===== src/rtl/bootSeqPkg.sv =====
`timescale 1ns/1ps
package bootSeqPkg;

  // Strobes passed from the control to the datapath, one per command.
  typedef struct packed {
    logic doLoad;
    logic doId;
    logic doReset;
  } bootStrobeT;

  localparam logic [15:0] CMD_WARM_RESET = 16'h00F0;
  localparam logic [15:0] CMD_ARM_LOAD   = 16'h00E0;
  localparam logic [15:0] CMD_READ_ID    = 16'h0090;
  localparam logic [15:0] LOAD_CONFIRM   = 16'h0000;

  // Positions of the start-address registers that the datapath reads.
  localparam int BLOCK_REG_IDX = 0;
  localparam int PAGE_REG_IDX  = 7;

endpackage


===== src/rtl/bootSeqCtrl.sv =====
`timescale 1ns/1ps
module bootSeqCtrl
  import bootSeqPkg::*;
#(
  parameter int OFS_W = 16,
  parameter int DATA_W = 16,
  parameter logic [OFS_W-1:0] LOW_LAST = 16'h01FF,
  parameter logic [OFS_W-1:0] HIGH_FIRST = 16'h8000,
  parameter logic [OFS_W-1:0] HIGH_LAST = 16'h800F
) (
  input  logic clk,
  input  logic rstN,
  input  logic busWrEn,
  input  logic [OFS_W-1:0] busOffset,
  input  logic [DATA_W-1:0] busData,
  output bootStrobeT strobe
);

  logic inBoot;
  logic bootWr;
  logic armed;
  logic armedNext;

  always_comb begin
    inBoot = (busOffset <= LOW_LAST) ||
             ((busOffset >= HIGH_FIRST) && (busOffset <= HIGH_LAST));
    bootWr = busWrEn && inBoot;
  end

  always_comb begin
    strobe = '0;
    armedNext = armed;
    if (bootWr) begin
      if (armed) begin
        // The second write of the load sequence is consumed here, whatever its value.
        armedNext = 1'b0;
        strobe.doLoad = (busData == DATA_W'(LOAD_CONFIRM));
      end else begin
        case (busData)
          DATA_W'(CMD_WARM_RESET): strobe.doReset = 1'b1;
          DATA_W'(CMD_ARM_LOAD):   armedNext = 1'b1;
          DATA_W'(CMD_READ_ID):    strobe.doId = 1'b1;
          default: ;
        endcase
      end
    end
  end

  always_ff @(posedge clk) begin
    if (!rstN) armed <= 1'b0;
    else       armed <= armedNext;
  end

  // a decoded write always consumes a pending load.
  a_r3_arm_consumed: assert property (@(posedge clk) disable iff (!rstN)
    (bootWr && armed) |=> !armed);

  // no command is decoded while a load is pending.
  a_r3_no_cmd_when_armed: assert property (@(posedge clk) disable iff (!rstN)
    armed |-> !strobe.doReset && !strobe.doId);

  // a write outside the window leaves the pending state untouched.
  a_r1_outside_keeps_arm: assert property (@(posedge clk) disable iff (!rstN)
    (busWrEn && !inBoot) |=> $stable(armed));

  // at most one command is decoded per cycle.
  a_r9_one_strobe: assert property (@(posedge clk) disable iff (!rstN)
    $onehot0({strobe.doLoad, strobe.doId, strobe.doReset}));

endmodule


===== src/rtl/bootSeqDatapath.sv =====
`timescale 1ns/1ps
module bootSeqDatapath
  import bootSeqPkg::*;
#(
  parameter int DATA_W = 16,
  parameter int ID_W = 24,
  parameter int BLK_W = 14,
  parameter int PAGE_SECS = 4,
  parameter int PAGE_STEP = 4,
  localparam int PG_W = 8,
  localparam int SEC_W = BLK_W + PG_W,
  localparam int CNT_W = $clog2(PAGE_SECS + 1),
  localparam int ID_WORDS = 3
) (
  input  logic clk,
  input  logic rstN,
  input  bootStrobeT strobe,
  input  logic [7:0][DATA_W-1:0] startAddr,
  input  logic [ID_W-1:0] devId,
  input  logic [DATA_W-1:0] wpStatus,
  output logic loadValid,
  output logic [SEC_W-1:0] loadSector,
  output logic [CNT_W-1:0] loadCount,
  output logic pageUpdValid,
  output logic [DATA_W-1:0] pageUpdValue,
  output logic idValid,
  output logic [ID_WORDS-1:0][DATA_W-1:0] idWords,
  output logic resetReq
);

  logic [DATA_W-1:0] blockReg;
  logic [DATA_W-1:0] pageReg;
  logic [BLK_W-1:0] densMask;
  logic [BLK_W-1:0] blkNum;
  logic [SEC_W-1:0] sectorNext;
  logic [PG_W-1:0] pageNext;
  logic [ID_WORDS-1:0][7:0] idSrc;

  assign blockReg = startAddr[BLOCK_REG_IDX];
  assign pageReg  = startAddr[PAGE_REG_IDX];

  // The density mask selects the upper half of the array on dual-die parts.
  always_comb begin
    densMask = devId[11] ? (BLK_W'(1) << (6 + int'(devId[14:12]))) : '0;
    blkNum   = BLK_W'(blockReg[11:0]) | (blockReg[15] ? densMask : '0);
  end

  // The sector number is taken from the page value before it is incremented.
  always_comb begin
    sectorNext = SEC_W'(pageReg[1:0]) +
                 ((SEC_W'(pageReg[7:2]) + (SEC_W'(blkNum) << 6)) << 2);
    pageNext   = pageReg[PG_W-1:0] + PG_W'(PAGE_STEP);
  end

  always_comb begin
    idSrc[0] = devId[ID_W-1 -: 8];
    idSrc[1] = devId[ID_W-9 -: 8];
    idSrc[2] = wpStatus[7:0];
  end

  always_ff @(posedge clk) begin
    if (!rstN) begin
      loadValid    <= 1'b0;
      loadSector   <= '0;
      loadCount    <= '0;
      pageUpdValid <= 1'b0;
      pageUpdValue <= '0;
      resetReq     <= 1'b0;
    end else begin
      loadValid    <= strobe.doLoad;
      pageUpdValid <= strobe.doLoad;
      resetReq     <= strobe.doReset;
      if (strobe.doLoad) begin
        loadSector   <= sectorNext;
        loadCount    <= CNT_W'(PAGE_SECS);
        pageUpdValue <= DATA_W'(pageNext);
      end
    end
  end

  // Each ID word is cleared and then receives its byte, zero-extended.
  always_ff @(posedge clk) begin
    if (!rstN) idValid <= 1'b0;
    else       idValid <= strobe.doId;
  end

  for (genvar w = 0; w < ID_WORDS; w++) begin : gIdWord
    always_ff @(posedge clk) begin
      if (!rstN)             idWords[w] <= '0;
      else if (strobe.doId)  idWords[w] <= DATA_W'(idSrc[w]);
    end
  end

  // every load covers one full page.
  a_r4_full_page: assert property (@(posedge clk) disable iff (!rstN)
    loadValid |-> loadCount == CNT_W'(PAGE_SECS));

  // the write-back value is four above the low byte of the pre-increment page.
  a_r7_page_step: assert property (@(posedge clk) disable iff (!rstN)
    loadValid |-> pageUpdValid &&
      (pageUpdValue[PG_W-1:0] == PG_W'(loadSector[PG_W-1:0] + PG_W'(PAGE_STEP))));

  // the write-back wraps within one byte.
  a_r7_page_high_zero: assert property (@(posedge clk) disable iff (!rstN)
    pageUpdValid |-> pageUpdValue[DATA_W-1:PG_W] == '0);

  // the ID words carry only a low byte.
  a_r8_id_high_zero: assert property (@(posedge clk) disable iff (!rstN)
    idValid |-> (idWords[0][DATA_W-1:8] == '0) && (idWords[1][DATA_W-1:8] == '0) &&
                (idWords[2][DATA_W-1:8] == '0));

  // at most one request is issued per cycle.
  a_r9_one_pulse: assert property (@(posedge clk) disable iff (!rstN)
    $onehot0({loadValid, idValid, resetReq}));

endmodule


===== src/rtl/bootSeqTop.sv =====
`timescale 1ns/1ps
module bootSeqTop
  import bootSeqPkg::*;
#(
  parameter int OFS_W = 16,
  parameter int DATA_W = 16,
  parameter int ID_W = 24,
  parameter int BLK_W = 14,
  parameter int PAGE_SECS = 4,
  parameter int PAGE_STEP = 4,
  localparam int SEC_W = BLK_W + 8,
  localparam int CNT_W = $clog2(PAGE_SECS + 1)
) (
  input  logic clk,
  input  logic rstN,
  input  logic busWrEn,
  input  logic [OFS_W-1:0] busOffset,
  input  logic [DATA_W-1:0] busData,
  input  logic [7:0][DATA_W-1:0] startAddr,
  input  logic [ID_W-1:0] devId,
  input  logic [DATA_W-1:0] wpStatus,
  output logic loadValid,
  output logic [SEC_W-1:0] loadSector,
  output logic [CNT_W-1:0] loadCount,
  output logic pageUpdValid,
  output logic [DATA_W-1:0] pageUpdValue,
  output logic idValid,
  output logic [2:0][DATA_W-1:0] idWords,
  output logic resetReq
);

  bootStrobeT strobe;

  bootSeqCtrl #(
    .OFS_W(OFS_W), .DATA_W(DATA_W)
  ) uCtrl (
    .clk(clk), .rstN(rstN), .busWrEn(busWrEn), .busOffset(busOffset),
    .busData(busData), .strobe(strobe)
  );

  bootSeqDatapath #(
    .DATA_W(DATA_W), .ID_W(ID_W), .BLK_W(BLK_W),
    .PAGE_SECS(PAGE_SECS), .PAGE_STEP(PAGE_STEP)
  ) uPath (
    .clk(clk), .rstN(rstN), .strobe(strobe), .startAddr(startAddr),
    .devId(devId), .wpStatus(wpStatus), .loadValid(loadValid),
    .loadSector(loadSector), .loadCount(loadCount), .pageUpdValid(pageUpdValid),
    .pageUpdValue(pageUpdValue), .idValid(idValid), .idWords(idWords),
    .resetReq(resetReq)
  );

endmodule


===== config.mk =====
export PLATFORM = sky130hd
export DESIGN_NAME = bootSeqTop
export DESIGN_NICKNAME = d
export VERILOG_FILES = /design/src/rtl/bootSeqPkg.sv /design/src/rtl/bootSeqCtrl.sv /design/src/rtl/bootSeqDatapath.sv /design/src/rtl/bootSeqTop.sv
export SDC_FILE = /design/constraint.sdc
export NUM_CORES = 1
export LEC_CHECK = 0
export ABC_AREA = 1
export BUFFER_PORTS_ARGS = -buffer_cell sky130_fd_sc_hd__buf_2
export CAP_MARGIN = 0
export CORE_AREA = 2 2 115 117
export CTS_CLUSTER_SIZE = 20
export DETAILED_ROUTE_END_ITERATION = 8
export DIE_AREA = 0 0 117 119
export PLACE_DENSITY = 0.57
export SYNTH_ARGS = -nofsm -noshare
export SYNTH_HDL_FRONTEND = slang
export SYNTH_SLANG_ARGS = --single-unit

===== constraint.sdc =====
create_clock -name clk -period 3 [get_ports clk]
set_input_delay 0.6 -clock clk [delete_from_list [all_inputs] [get_ports clk]]
set_output_delay 0.6 -clock clk [all_outputs]
set_load 0.01 [all_outputs]

==> metrics.cfg <==
[global_route]
grt_pass1_wl_um=12200
grt_pass1_vias=2539
grt-ovfl-total=0
grt_max_degree=55
antenna_found_initial=0
grt_use_total=0.114

[cells_and_area]
num_antenna_cells=0
fillers=1456
syn_to_final_growth_pct=31.8
final_core_util=0.308
multi_input_area_um2=1410
drive_gt1_frac=0.281
final_nets=781
fin_cells=757
seq_area_um2=1140

[power]
combPwrFrac=0.073
leakage_uw=0.00210
p_sw_uw=449
p_per_area_nw_per_um2=529
power_frac_seq=0.362
switching_share=0.214
vdd_drop_max_mv=0.233
power.internal_uw=1650
clock_power_share=0.565

[setup_path]
start_kind=input pin
end_kind=flip-flop
r2r_start=uCtrl.armed$_SDFFE_PN0P_
r2r-end=uPath.pageUpdValue[6]$_SDFFE_PN0P_
crit_arrival_ns=2.02
critical_path_class=in -> reg
crit_start=busData[15]
critPathCapture=uPath.pageUpdValue[6]$_SDFFE_PN0P_
ff2ff_path_depth=7
crit_required_ns=3.22
cp_max_fo=54
reg2reg_slack_ns=1.35

[cts]
clock_tree.htree_level_count=3
clock_latency_ns=0.32
cts_buffer_depth=2
cts_setup_buffers=0
ctsResizeCount=0
clock-root-buffer=clkbuf_16
hold_buffers=0
clk_pin_slew_ns=0.05
cts-buffers-inserted=9
cts_tree=done
clock_sinks=57

[sta]
slew_headroom=0.540
period_share=0.599
rsz0062_at_grt=no
clock_skew_ns=0.00366
setup_viol=0
maxSlewViolCount=0
fin_tns_setup_ns=0
period_minus_slack_ns=1.80
hold_viol=0
fmax_ghz=0.556
holdWs_ns=0.460
worstMarginPinSlew_ns=0.690

[floorplan]
dieArea_um2=13900
io_pins=296
initial_utilization=0.234
placeableCoreArea_um2=12900
row_count=42
fp.dieW_um=117
die_y_um=119

[placed_design]
place_congestion=0.850
dp.final_hpwl_um=5800
port_buffers=134
place_inst=741

[synth]
syn-cell-area_um2=3010
avgSynthCellArea_um2=6.67
synth.yosys.warnings=0
netlist-cell-type-count=24
synth-seq-area-share=0.379
synth_seq_cells=57
syn_inst=451

[detailed_routing]
drt_pass1_iterations=4
drt-initial-drc-count=151
wire_per_inst_um=10.5
wirelength_um=7960
ant_nets=0
vias=2873
drcViolationCount=0
viasPerCell=3.80

[run]
drv_cap=0

[hold_path]
hold_class=reg -> reg

[run_status]
status=completed

==> cell usage in the layout (no fill, tap or decap) <==
| cell | instances |
|---|---|
| a31oi_1 | 2 |
| nand2_1 | 99 |
| xnor2_1 | 1 |
| nor2_1 | 119 |
| nand2_2 | 3 |
| xor2_1 | 3 |
| nor2_2 | 2 |
| nand3b_1 | 1 |
| buf_4 | 1 |
| clkbuf_8 | 1 |
| nor3_1 | 10 |
| nor2_8 | 1 |
| a21oi_1 | 12 |
| inv_2 | 1 |
| inv_1 | 45 |
| nand3_2 | 1 |
| bufinv_16 | 3 |
| nand3_1 | 32 |
| conb_1 | 34 |
| buf_2 | 134 |
| clkinv_2 | 3 |
| clkbuf_16 | 9 |
| ha_1 | 2 |
| o21a_1 | 1 |
| nor2_4 | 4 |
| dfxtp_1 | 57 |
==> critical path, cell delays in order <==
cell and delay (ns):
buf_2 0.09, nor2_1 0.09, nand2_1 0.09, nor2_4 0.17, nand3_2 0.14, nor2_8 0.54, nand2_1 0.11, nand2_1 0.10
nor2_1 0.04
==> per-stage QoR <==
step | power (uW) | instance area, um2 | setup WS, ns
6_report | 2100 | 3970 | 1.20
5_1_grt | 2190 | 3970 | 0.977
4_1_cts | 2130 | 3970 | 1.18
3_5_place_dp | 928 | 3620 | 0.830
3_3_place_gp | 928 | 3620 | 0.843
2_1_floorplan | 891 | 3130 | 1.40
==> flip-flops by register name (all words and copies together) (netlist names) <==
signal              cells
uPath.loadValid         1
uPath.loadSector       22
uPath.resetReq          1
uPath.idValid           1
uCtrl.armed             1
uPath.loadCount         1
uPath.pageUpdValue      6
uPath.idWords          24
==> power by group through the flow <==
stage / registers (uW) / logic, uW / clock network (uW)
4_1_cts: 757 / 155 / 1220
5_1_grt: 757 / 177 / 1250
3_3_place_gp: 774 / 154 / 0
6_report: 758 / 154 / 1180
3_5_place_dp: 774 / 154 / 0
2_1_floorplan: 774 / 117 / 0
==> layer usage <==
metal,GRT usage,share of wire
met5,0,0
met1,0.146,0.46
met2,0.181,0.45
met4,0.0574,0.021
met3,0.0198,0.069
==> layout make-up <==
cell class	instances	share of cell area
flip-flops and latches	57	0.288
clock inverters	6	0.0265
repair buffers	135	0.171
inverters	46	0.0435
clock buffers	10	0.0603
multi-input cells	327	0.356
well taps	176	0.0555
==> cells in the mapped netlist (all sizes together) <==
master	number	share of area
nand3b	1	0.0025
inv	46	0.057
xor2	3	0.0087
a31oi	2	0.0042
xnor2	1	0.0029
clkbuf	1	0.0012
conb	1	0.0012
o21a	1	0.0025
nor2	126	0.17
ha	2	0.0083
nor3	10	0.017
nand2	102	0.13
buf	53	0.13
nand3	33	0.057
dfxtp	57	0.38
a21oi	12	0.020
==> worst min path at each step <==
stage,from,to,slack (ns),cells after the start
2_1_floorplan,uCtrl.armed$_SDFFE_PN0P_,uCtrl.armed$_SDFFE_PN0P_,0.47,2
6_report,uPath.loadCount[2]$_SDFFE_PN0P_,uPath.loadCount[2]$_SDFFE_PN0P_,0.46,1
5_1_grt,uPath.loadCount[2]$_SDFFE_PN0P_,uPath.loadCount[2]$_SDFFE_PN0P_,0.48,1
3_5_place_dp,uPath.loadCount[2]$_SDFFE_PN0P_,uPath.loadCount[2]$_SDFFE_PN0P_,0.45,1
3_3_place_gp,uPath.loadCount[2]$_SDFFE_PN0P_,uPath.loadCount[2]$_SDFFE_PN0P_,0.44,1
4_1_cts,uPath.loadCount[2]$_SDFFE_PN0P_,uPath.loadCount[2]$_SDFFE_PN0P_,0.46,1
==> logic make-up (layout without fill, tap and decap cells) <==
kind of cell | Yosys count | in the layout | synth area share
xor gates and xnor gates | 4 | 4 | 0.0116
adders and majority gates | 2 | 2 | 0.00831
AOI/OAI and AO/OA | 15 | 15 | 0.0266
and+or+nand+nor | 272 | 272 | 0.380
DFF | 57 | 57 | 0.379
buffers and inverters | 100 | 197 | 0.193
other | 1 | 34 | 0.00125
No activity file was read; power rests on OpenSTA's default activity.
